## src/rtl/agc_dwell_pkg.sv

```systemverilog
package agc_dwell_pkg;

  typedef enum logic {
    GAIN_HIGH = 1'b0,
    GAIN_LOW  = 1'b1
  } gainState_t;

  // Strobes from control to datapath
  typedef struct packed {
    logic clear;  // restart the dwell count
    logic step;   // advance the dwell count by one
  } dwellStrobes_t;

endpackage

```

## src/rtl/agc_dwell_datapath.sv

```systemverilog
module agc_dwell_datapath
  import agc_dwell_pkg::*;
#(
  parameter int          EXP_W     = 8,
  parameter int          MAX_EXP   = 20,
  parameter logic [7:0]  RESET_EXP = 8'h0D
) (
  input  logic             clk,
  input  logic             rstN,
  input  logic             dwellWe,
  input  logic [EXP_W-1:0] dwellWdata,
  input  dwellStrobes_t    strobes,
  output logic             dwellDone
);

  localparam int CNT_W = MAX_EXP + 1;
  localparam int EFF_W = $clog2(MAX_EXP + 1);

  logic [EXP_W-1:0] dwellReg;
  logic [EFF_W-1:0] effExp;
  logic [CNT_W-1:0] target;
  logic [CNT_W-1:0] cnt;

  // Exponent register
  always_ff @(posedge clk or negedge rstN) begin
    if (!rstN) begin
      dwellReg <= EXP_W'(RESET_EXP);
    end else if (dwellWe) begin
      dwellReg <= dwellWdata;
    end
  end

  // Clamp the exponent to what the counter can hold
  always_comb begin
    if (dwellReg > EXP_W'(MAX_EXP)) begin
      effExp = EFF_W'(MAX_EXP);
    end else begin
      effExp = dwellReg[EFF_W-1:0];
    end
    target = CNT_W'(1) << effExp;
  end

  // Dwell counter
  always_ff @(posedge clk or negedge rstN) begin
    if (!rstN) begin
      cnt <= '0;
    end else if (strobes.clear) begin
      cnt <= '0;
    end else if (strobes.step) begin
      cnt <= cnt + CNT_W'(1);
    end
  end

  // >= also covers the case where the exponent shrinks mid-dwell
  assign dwellDone = (cnt >= (target - CNT_W'(1)));

endmodule

```

## src/rtl/agc_dwell_ctrl.sv

```systemverilog
module agc_dwell_ctrl
  import agc_dwell_pkg::*;
(
  input  logic          clk,
  input  logic          rstN,
  input  logic          aboveThr,
  input  logic          dwellDone,
  output dwellStrobes_t strobes,
  output logic          lowGainState
);

  gainState_t state;
  gainState_t stateNext;

  always_comb begin
    stateNext     = state;
    strobes       = '0;
    if (aboveThr) begin
      stateNext     = GAIN_LOW;
      strobes.clear = 1'b1;
    end else if (state == GAIN_LOW) begin
      if (dwellDone) begin
        stateNext     = GAIN_HIGH;
        strobes.clear = 1'b1;
      end else begin
        strobes.step = 1'b1;
      end
    end
  end

  always_ff @(posedge clk or negedge rstN) begin
    if (!rstN) begin
      state <= GAIN_HIGH;
    end else begin
      state <= stateNext;
    end
  end

  assign lowGainState = (state == GAIN_LOW);

endmodule

```

## src/rtl/agc_dwell_timer.sv

```systemverilog
module agc_dwell_timer
  import agc_dwell_pkg::*;
#(
  parameter int         MAX_EXP   = 20,
  parameter logic [7:0] RESET_EXP = 8'h0D
) (
  input  logic       clk,
  input  logic       rstN,
  input  logic       aboveThr,
  input  logic       dwellWe,
  input  logic [7:0] dwellWdata,
  output logic       lowGain
);

  dwellStrobes_t strobes;
  logic          dwellDone;
  logic          lowGainState;

  agc_dwell_ctrl ctrl_i (
    .clk          (clk),
    .rstN         (rstN),
    .aboveThr     (aboveThr),
    .dwellDone    (dwellDone),
    .strobes      (strobes),
    .lowGainState (lowGainState)
  );

  agc_dwell_datapath #(
    .EXP_W     (8),
    .MAX_EXP   (MAX_EXP),
    .RESET_EXP (RESET_EXP)
  ) dp_i (
    .clk        (clk),
    .rstN       (rstN),
    .dwellWe    (dwellWe),
    .dwellWdata (dwellWdata),
    .strobes    (strobes),
    .dwellDone  (dwellDone)
  );

  // Low gain takes effect in the same cycle the flag rises
  assign lowGain = aboveThr | lowGainState;

endmodule

```

## config.mk

```make
export PLATFORM = sky130hd
export DESIGN_NAME = agc_dwell_timer
export DESIGN_NICKNAME = d
export VERILOG_FILES = /design/src/rtl/agc_dwell_pkg.sv /design/src/rtl/agc_dwell_datapath.sv /design/src/rtl/agc_dwell_ctrl.sv /design/src/rtl/agc_dwell_timer.sv
export SDC_FILE = /design/constraint.sdc
export NUM_CORES = 1
export LEC_CHECK = 0
export BUFFER_PORTS_ARGS = -buffer_cell sky130_fd_sc_hd__buf_2
export CAP_MARGIN = 10
export CORE_MARGIN = 2
export CORE_UTILIZATION = 57
export CTS_BUF_LIST = sky130_fd_sc_hd__clkbuf_2 sky130_fd_sc_hd__clkbuf_4 sky130_fd_sc_hd__clkbuf_8
export CTS_CLUSTER_SIZE = 14
export DETAILED_ROUTE_END_ITERATION = 7
export PLACE_DENSITY_LB_ADDON = 0.08
export SLEW_MARGIN = 20
export SYNTH_ARGS = -nofsm -noshare
export SYNTH_HDL_FRONTEND = slang
export SYNTH_SLANG_ARGS = --single-unit
```

## constraint.sdc

```tcl
create_clock -name clk -period 4.1 [get_ports clk]
set_input_delay 0.41 -clock clk [delete_from_list [all_inputs] [get_ports clk]]
set_output_delay 0.41 -clock clk [all_outputs]
set_load 0.01 [all_outputs]
```

After elaboration in Yosys (flattened, before gate mapping)
Index checks and enable logic that the tools add are counted.
{ "word_totals": {"ff_bits": 30, "inputBits": 12, "word_cells": 20} }
{ "classes": {"add_sub_neg": 2, "magnitude_cmp": 2, "shifts": 1, "mux": 10, "bitwise": 1, "reduce_logical": 1} }
{ "op_table": {"columns": ["cell", "count"], "rows": [
  ["two-way mux 21 bit", 2],
  ["adder 21 x 1 -> 21 bit, second input constant", 1],
  ["greater-or-equal comparator 21 bit", 1],
  ["<< shifter 1 x 5 -> 21 bit, first input constant", 1],
  ["subtractor 21 x 1 -> 21 bit, second input constant", 1],
  ["> comparator 8 x 5 -> 1 bit, second input constant", 1],
  ["two-way mux 1 bit", 6],
  ["two-way mux 5 bit", 1],
  ["two-way mux 2 bit", 1],
  ["nonzero test 2 bit", 1],
  ["bitwise OR 1 bit", 1]
]} }

Logic depth before layout (Yosys ltp)
{ "depth": {"ltp_word": 10, "mapped_depth": 18, "ltp_nobuf": 16} }

Cells and area by module
A second synthesis with hierarchy kept.
{ "hier_totals": {"cells_unflattened": 254, "hier_area_um2": 2258.4} }
{ "by_module_without_submodules": {"columns": ["module", "instances", "cells_per_inst", "area_each_um2"], "rows": [
  ["agc_dwell_datapath", 1, 248, 2193.4],
  ["agc_dwell_ctrl", 1, 5, 58.8],
  ["agc_dwell_timer", 1, 1, 6.3]
]} }

Worst setup path before layout
Ideal clock, no wire load.
{ "synth_timing": {"path_type": "flip-flop to flip-flop", "from": "register dp_i.dwellReg[6]", "to": "register dp_i.cnt[13]", "setup_time_ns": 0.136, "arrival_time_ns": 3.859, "setup_slack_ns": 0.105, "stages_incl_launch_ff": 16, "path_buffers": 2, "path_cell_list": "dfrtp_1 -> or4_1 -> buf_2 -> or2_4 -> nor3_1 -> nand3b_1 -> ha_1 -> and4_1 -> or3_1 -> ha_1 -> nand3_1 -> o41ai_1 -> a211oi_2 -> a21oi_2 -> buf_2 -> nor3_1"} }
{ "synth_between": {"elab_chain_len": 9} }
{ "synth_rtl": {"columns": ["item", "line", "source"], "rows": [
  ["start: declaration", "agc_dwell_datapath.sv:19", "logic [EXP_W-1:0] dwellReg;"],
  ["start signal: assignment", "agc_dwell_datapath.sv:27", "dwellReg <= EXP_W'(RESET_EXP);"],
  ["start signal: assignment", "agc_dwell_datapath.sv:29", "dwellReg <= dwellWdata;"],
  ["> comparator 8 x 5 -> 1 bit (*)", "agc_dwell_datapath.sv:35", "if (dwellReg > EXP_W'(MAX_EXP)) begin"],
  ["two-way mux 5 bit (*)", "agc_dwell_datapath.sv:35", null],
  ["<< shifter 1 x 5 -> 21 bit (*)", "agc_dwell_datapath.sv:40", "target = CNT_W'(1) << effExp;"],
  ["subtractor 21 x 1 -> 21 bit (*)", "agc_dwell_datapath.sv:55", "assign dwellDone = (cnt >= (target - CNT_W'(1)));"],
  ["greater-or-equal comparator 21 bit (*)", "agc_dwell_datapath.sv:55", null],
  ["two-way mux 1 bit", "agc_dwell_ctrl.sv:22", "if (dwellDone) begin"],
  ["two-way mux 2 bit (*)", "agc_dwell_ctrl.sv:21", "end else if (state == GAIN_LOW) begin"],
  ["two-way mux 1 bit", "agc_dwell_ctrl.sv:18", "if (aboveThr) begin"],
  ["two-way mux 21 bit / nonzero test 2 bit (equally long branches)", null, null],
  ["end signal: assignment", "agc_dwell_datapath.sv:50", "cnt <= cnt + CNT_W'(1);"],
  ["end: declaration", "agc_dwell_datapath.sv:22", "logic [CNT_W-1:0] cnt;"]
]} }
Every way passes the cells marked *; elsewhere a longest branch is shown, timed or not.
A chain may end at the register's enable or synchronous reset.

Final worst setup path
{ "layout_timing": {"from": "register dp_i.dwellReg[6]", "to": "register dp_i.cnt[6]"} }
Same word-level chain as after synthesis.

==> results.json <==
{
  "status": "finished clean",
  "final_core_utilization": 0.648,
  "synth-simple-area-share": 0.221,
  "synthMuxAreaShare": 0.0344,
  "antenna_left": 0,
  "vias_per_cell": 6.06,
  "cts_buffers": 5,
  "leakage_nw": 1.18,
  "finalMaxSlewViolations": 0,
  "slew_headroom": 0.544,
  "syn_inst": 254,
  "wl_um": 5160,
  "crit_path_max_incr_delay_ns": 0.57,
  "dp_slack_ns": -0.0421,
  "grt_pass1_wl_um": 8530,
  "cap_violations": 0,
  "start_util": 0.581,
  "ys_types": 49,
  "grt_use_total": 0.257,
  "cts_tree": "yes",
  "cpMaxStageDelayCell": "or4_4",
  "antenna_cells": 0,
  "synthToLayoutAreaGrowth_pct": 11.5,
  "crit_path_cell_trace": "or4_4, or2_4, nor3_2, nand3b_1, ha_2, o21ai_4, o21bai_2, xor2_1, a21oi_1, ha_1, a211oi_1, nor2_1, a211oi_2, a21oi_2, buf_12, nor3_1",
  "antenna_found_initial": 0,
  "placed_cells": 310,
  "ys_ff_latch": 30,
  "gp_congestion": 0.869,
  "powerDensity_nw_per_um2": 285,
  "endpoint_kind": "flop",
  "hold_viol_final": 0,
  "clk_pin_slew_ns": 0.07,
  "post-route-period-util": 0.930,
  "worstMarginPinSlew_ns": 0.683,
  "io_pins": 13,
  "critPathMaxFanout": 18,
  "core_um2": 3940,
  "hold_buffers": 0,
  "skew_ns": 0.00492,
  "io_buffers": 12,
  "async_flop_share": 1.00,
  "yosysWarnings": 0,
  "vias": 1932,
  "layout.nets": 304,
  "drive_above_1_share": 0.219,
  "syn-num-nets": 289,
  "cp.arrival_ns": 4.01,
  "crit_type": "reg -> reg",
  "synth_area_um2": 2290,
  "grt_pass1_vias": 1728,
  "fillerInstances": 348,
  "cp-start-kind": "flop",
  "reg2reg_setup_slack_ns": 0.29,
  "drc": 0,
  "clk_latency_ns": 0.28,
  "yosys.area.top_type": "dfrtp_1",
  "post_drt_wl_per_cell_um": 16.2,
  "synth_top_family_by_area": "simple AND/OR/NAND/NOR gates",
  "rows": 23,
  "synth_area_leaders": "dfrtp_1 29%, ha_1 13%, nor3_1 4.6%",
  "ir_worst_vdd_mv": 0.179,
  "cp_num_buf_inv": 1,
  "final_cell_mix": "27 x dfrtp_1, 22 x ha_1, 20 x nor3_1, 19 x a21oi_1, 17 x nand2_1",
  "overflow": 0,
  "clkSinkCount": 30,
  "die_y_um": 67.4,
  "required_ns": 4.29,
  "fin_hold_ws_ns": 0.163,
  "die-area_um2": 4540,
  "postLayoutCellArea_um2": 2550,
  "multi_input_area_um2": 1450,
  "ff_latch_area_um2": 754,
  "synth-edff-count": 0,
  "finalSetupViolations": 0,
  "layout_setup_ws_ns": 0.286,
  "ys.flop_type": "dfrtp_1",
  "dr.pass1.iters": 4,
  "synth_xor_area_frac": 0.0765,
  "rsz0062_at_grt": "no",
  "synth_compound_area_frac": 0.165,
  "placed_cell_area_um2": 2410,
  "synth-adder-area-share": 0.126,
  "avgSynthCellArea_um2": 9.02,
  "synth_top_area_frac": 0.295,
  "min_period_ns": 3.81,
  "synth-seq-area-share": 0.329,
  "path_delay_family": "simple AND/OR/NAND/NOR gates",
  "die-width_um": 67.4,
  "place_hpwl_um": 3800,
  "timing.hold.worst.class": "in -> async",
  "grt_max_degree": 31,
  "drtIter0Drc": 100,
  "clock_path_buffers": 2,
  "mostFrequentLayoutCell": "dfrtp_1",
  "clock.fmax_mhz": 262,
  "final_cells": 319,
  "cts_max_level": 2,
  "cts-root-buf": "clkbuf_8"
}
cell usage after synthesis, types with 2 or more instances:
cell type / count
or2_2: 3
nor3_1: 21
o21ai_2: 2
a21oi_1: 19
and3_1: 7
nor2_1: 12
xor2_1: 12
ha_1: 23
a211oi_1: 2
clkbuf_1: 7
a21oi_2: 2
buf_2: 3
xnor2_1: 8
nand2_1: 17
a31oi_1: 5
or3_1: 2
nand4_1: 13
mux2_2: 7
o21ai_0: 9
or3_2: 2
inv_1: 7
dfrtp_1: 27
dfstp_2: 3
buf_6: 3
o21bai_1: 2
nor2b_1: 3
nor4_1: 2
nand3_1: 10
sequential cells by signal, indices dropped and copies added, names as in the netlist:
register,count
ctrl_i.lowGainState,1
dp_i.cnt,21
dp_i.dwellReg,8
what timing repair did:
action                                  4_1_cts  5_1_grt
endpoints found under the setup margin       17       22
setup buffers                                 1        1
pin swaps                                     1        1
gates resized for setup                       0        4
hold endpoints to repair                      0        0
where the power goes:
part / switching [mW] / internal, mW / leakage, nW
logic: 0.0576 / 0.0403 / 0.730
registers: 0.0139 / 0.309 / 0.390
clock network: 0.114 / 0.194 / 0.0573
total: 0.186 / 0.543 / 1.18
per-layer routing:
metal | track usage | up-vias | share of wire
li1 | - | 960 | -
met1 | 0.361 | 926 | 0.48
met2 | 0.394 | 38 | 0.46
met3 | 0.0467 | 8 | 0.037
met4 | 0.0969 | 0 | 0.018
met5 | 0 | - | 0
worst paths after layout:
kind | from | endpoint | cells after the start
max in group asynchronous | rstN | dp_i.cnt[1] | 1
min in group clk | dwellWdata[0] | dp_i.dwellReg[0] | 3
max reg2reg | dp_i.dwellReg[6] | dp_i.cnt[6] | 16
min | rstN | dp_i.cnt[2] | 1
max | dp_i.dwellReg[6] | dp_i.cnt[6] | 16
min reg2reg | dp_i.dwellReg[5] | dp_i.dwellReg[5] | 1
per-stage QoR:
step,TNS [ns],power [mW]
finish,0,0.729
global route,0,0.760
CTS,0,0.734
detailed placement,-0.265,0.424
global placement,0,0.422
floorplan,0,0.394
area by class of cell:
class                           count  share of cell area
Multi-Input combinational cell    202               0.566
Sequential cell                    30               0.295
Timing Repair Buffer               22              0.0578
Clock buffer                        6              0.0323
Tap cell                           50              0.0245
Inverter                            8              0.0122
Clock inverter                      1              0.0118
kinds of logic (layout without fill, tap and decap cells):
family	after synthesis	in the layout
AO/OA/AOI/OAI	55	55
AND/OR/NAND/NOR	97	97
buffers and inverters	22	37
XOR/XNOR	20	20
flip-flops	30	30
multiplexers	7	7
adder cells (fa/ha/maj)	23	23
No activity file was read; power rests on OpenSTA's default activity.
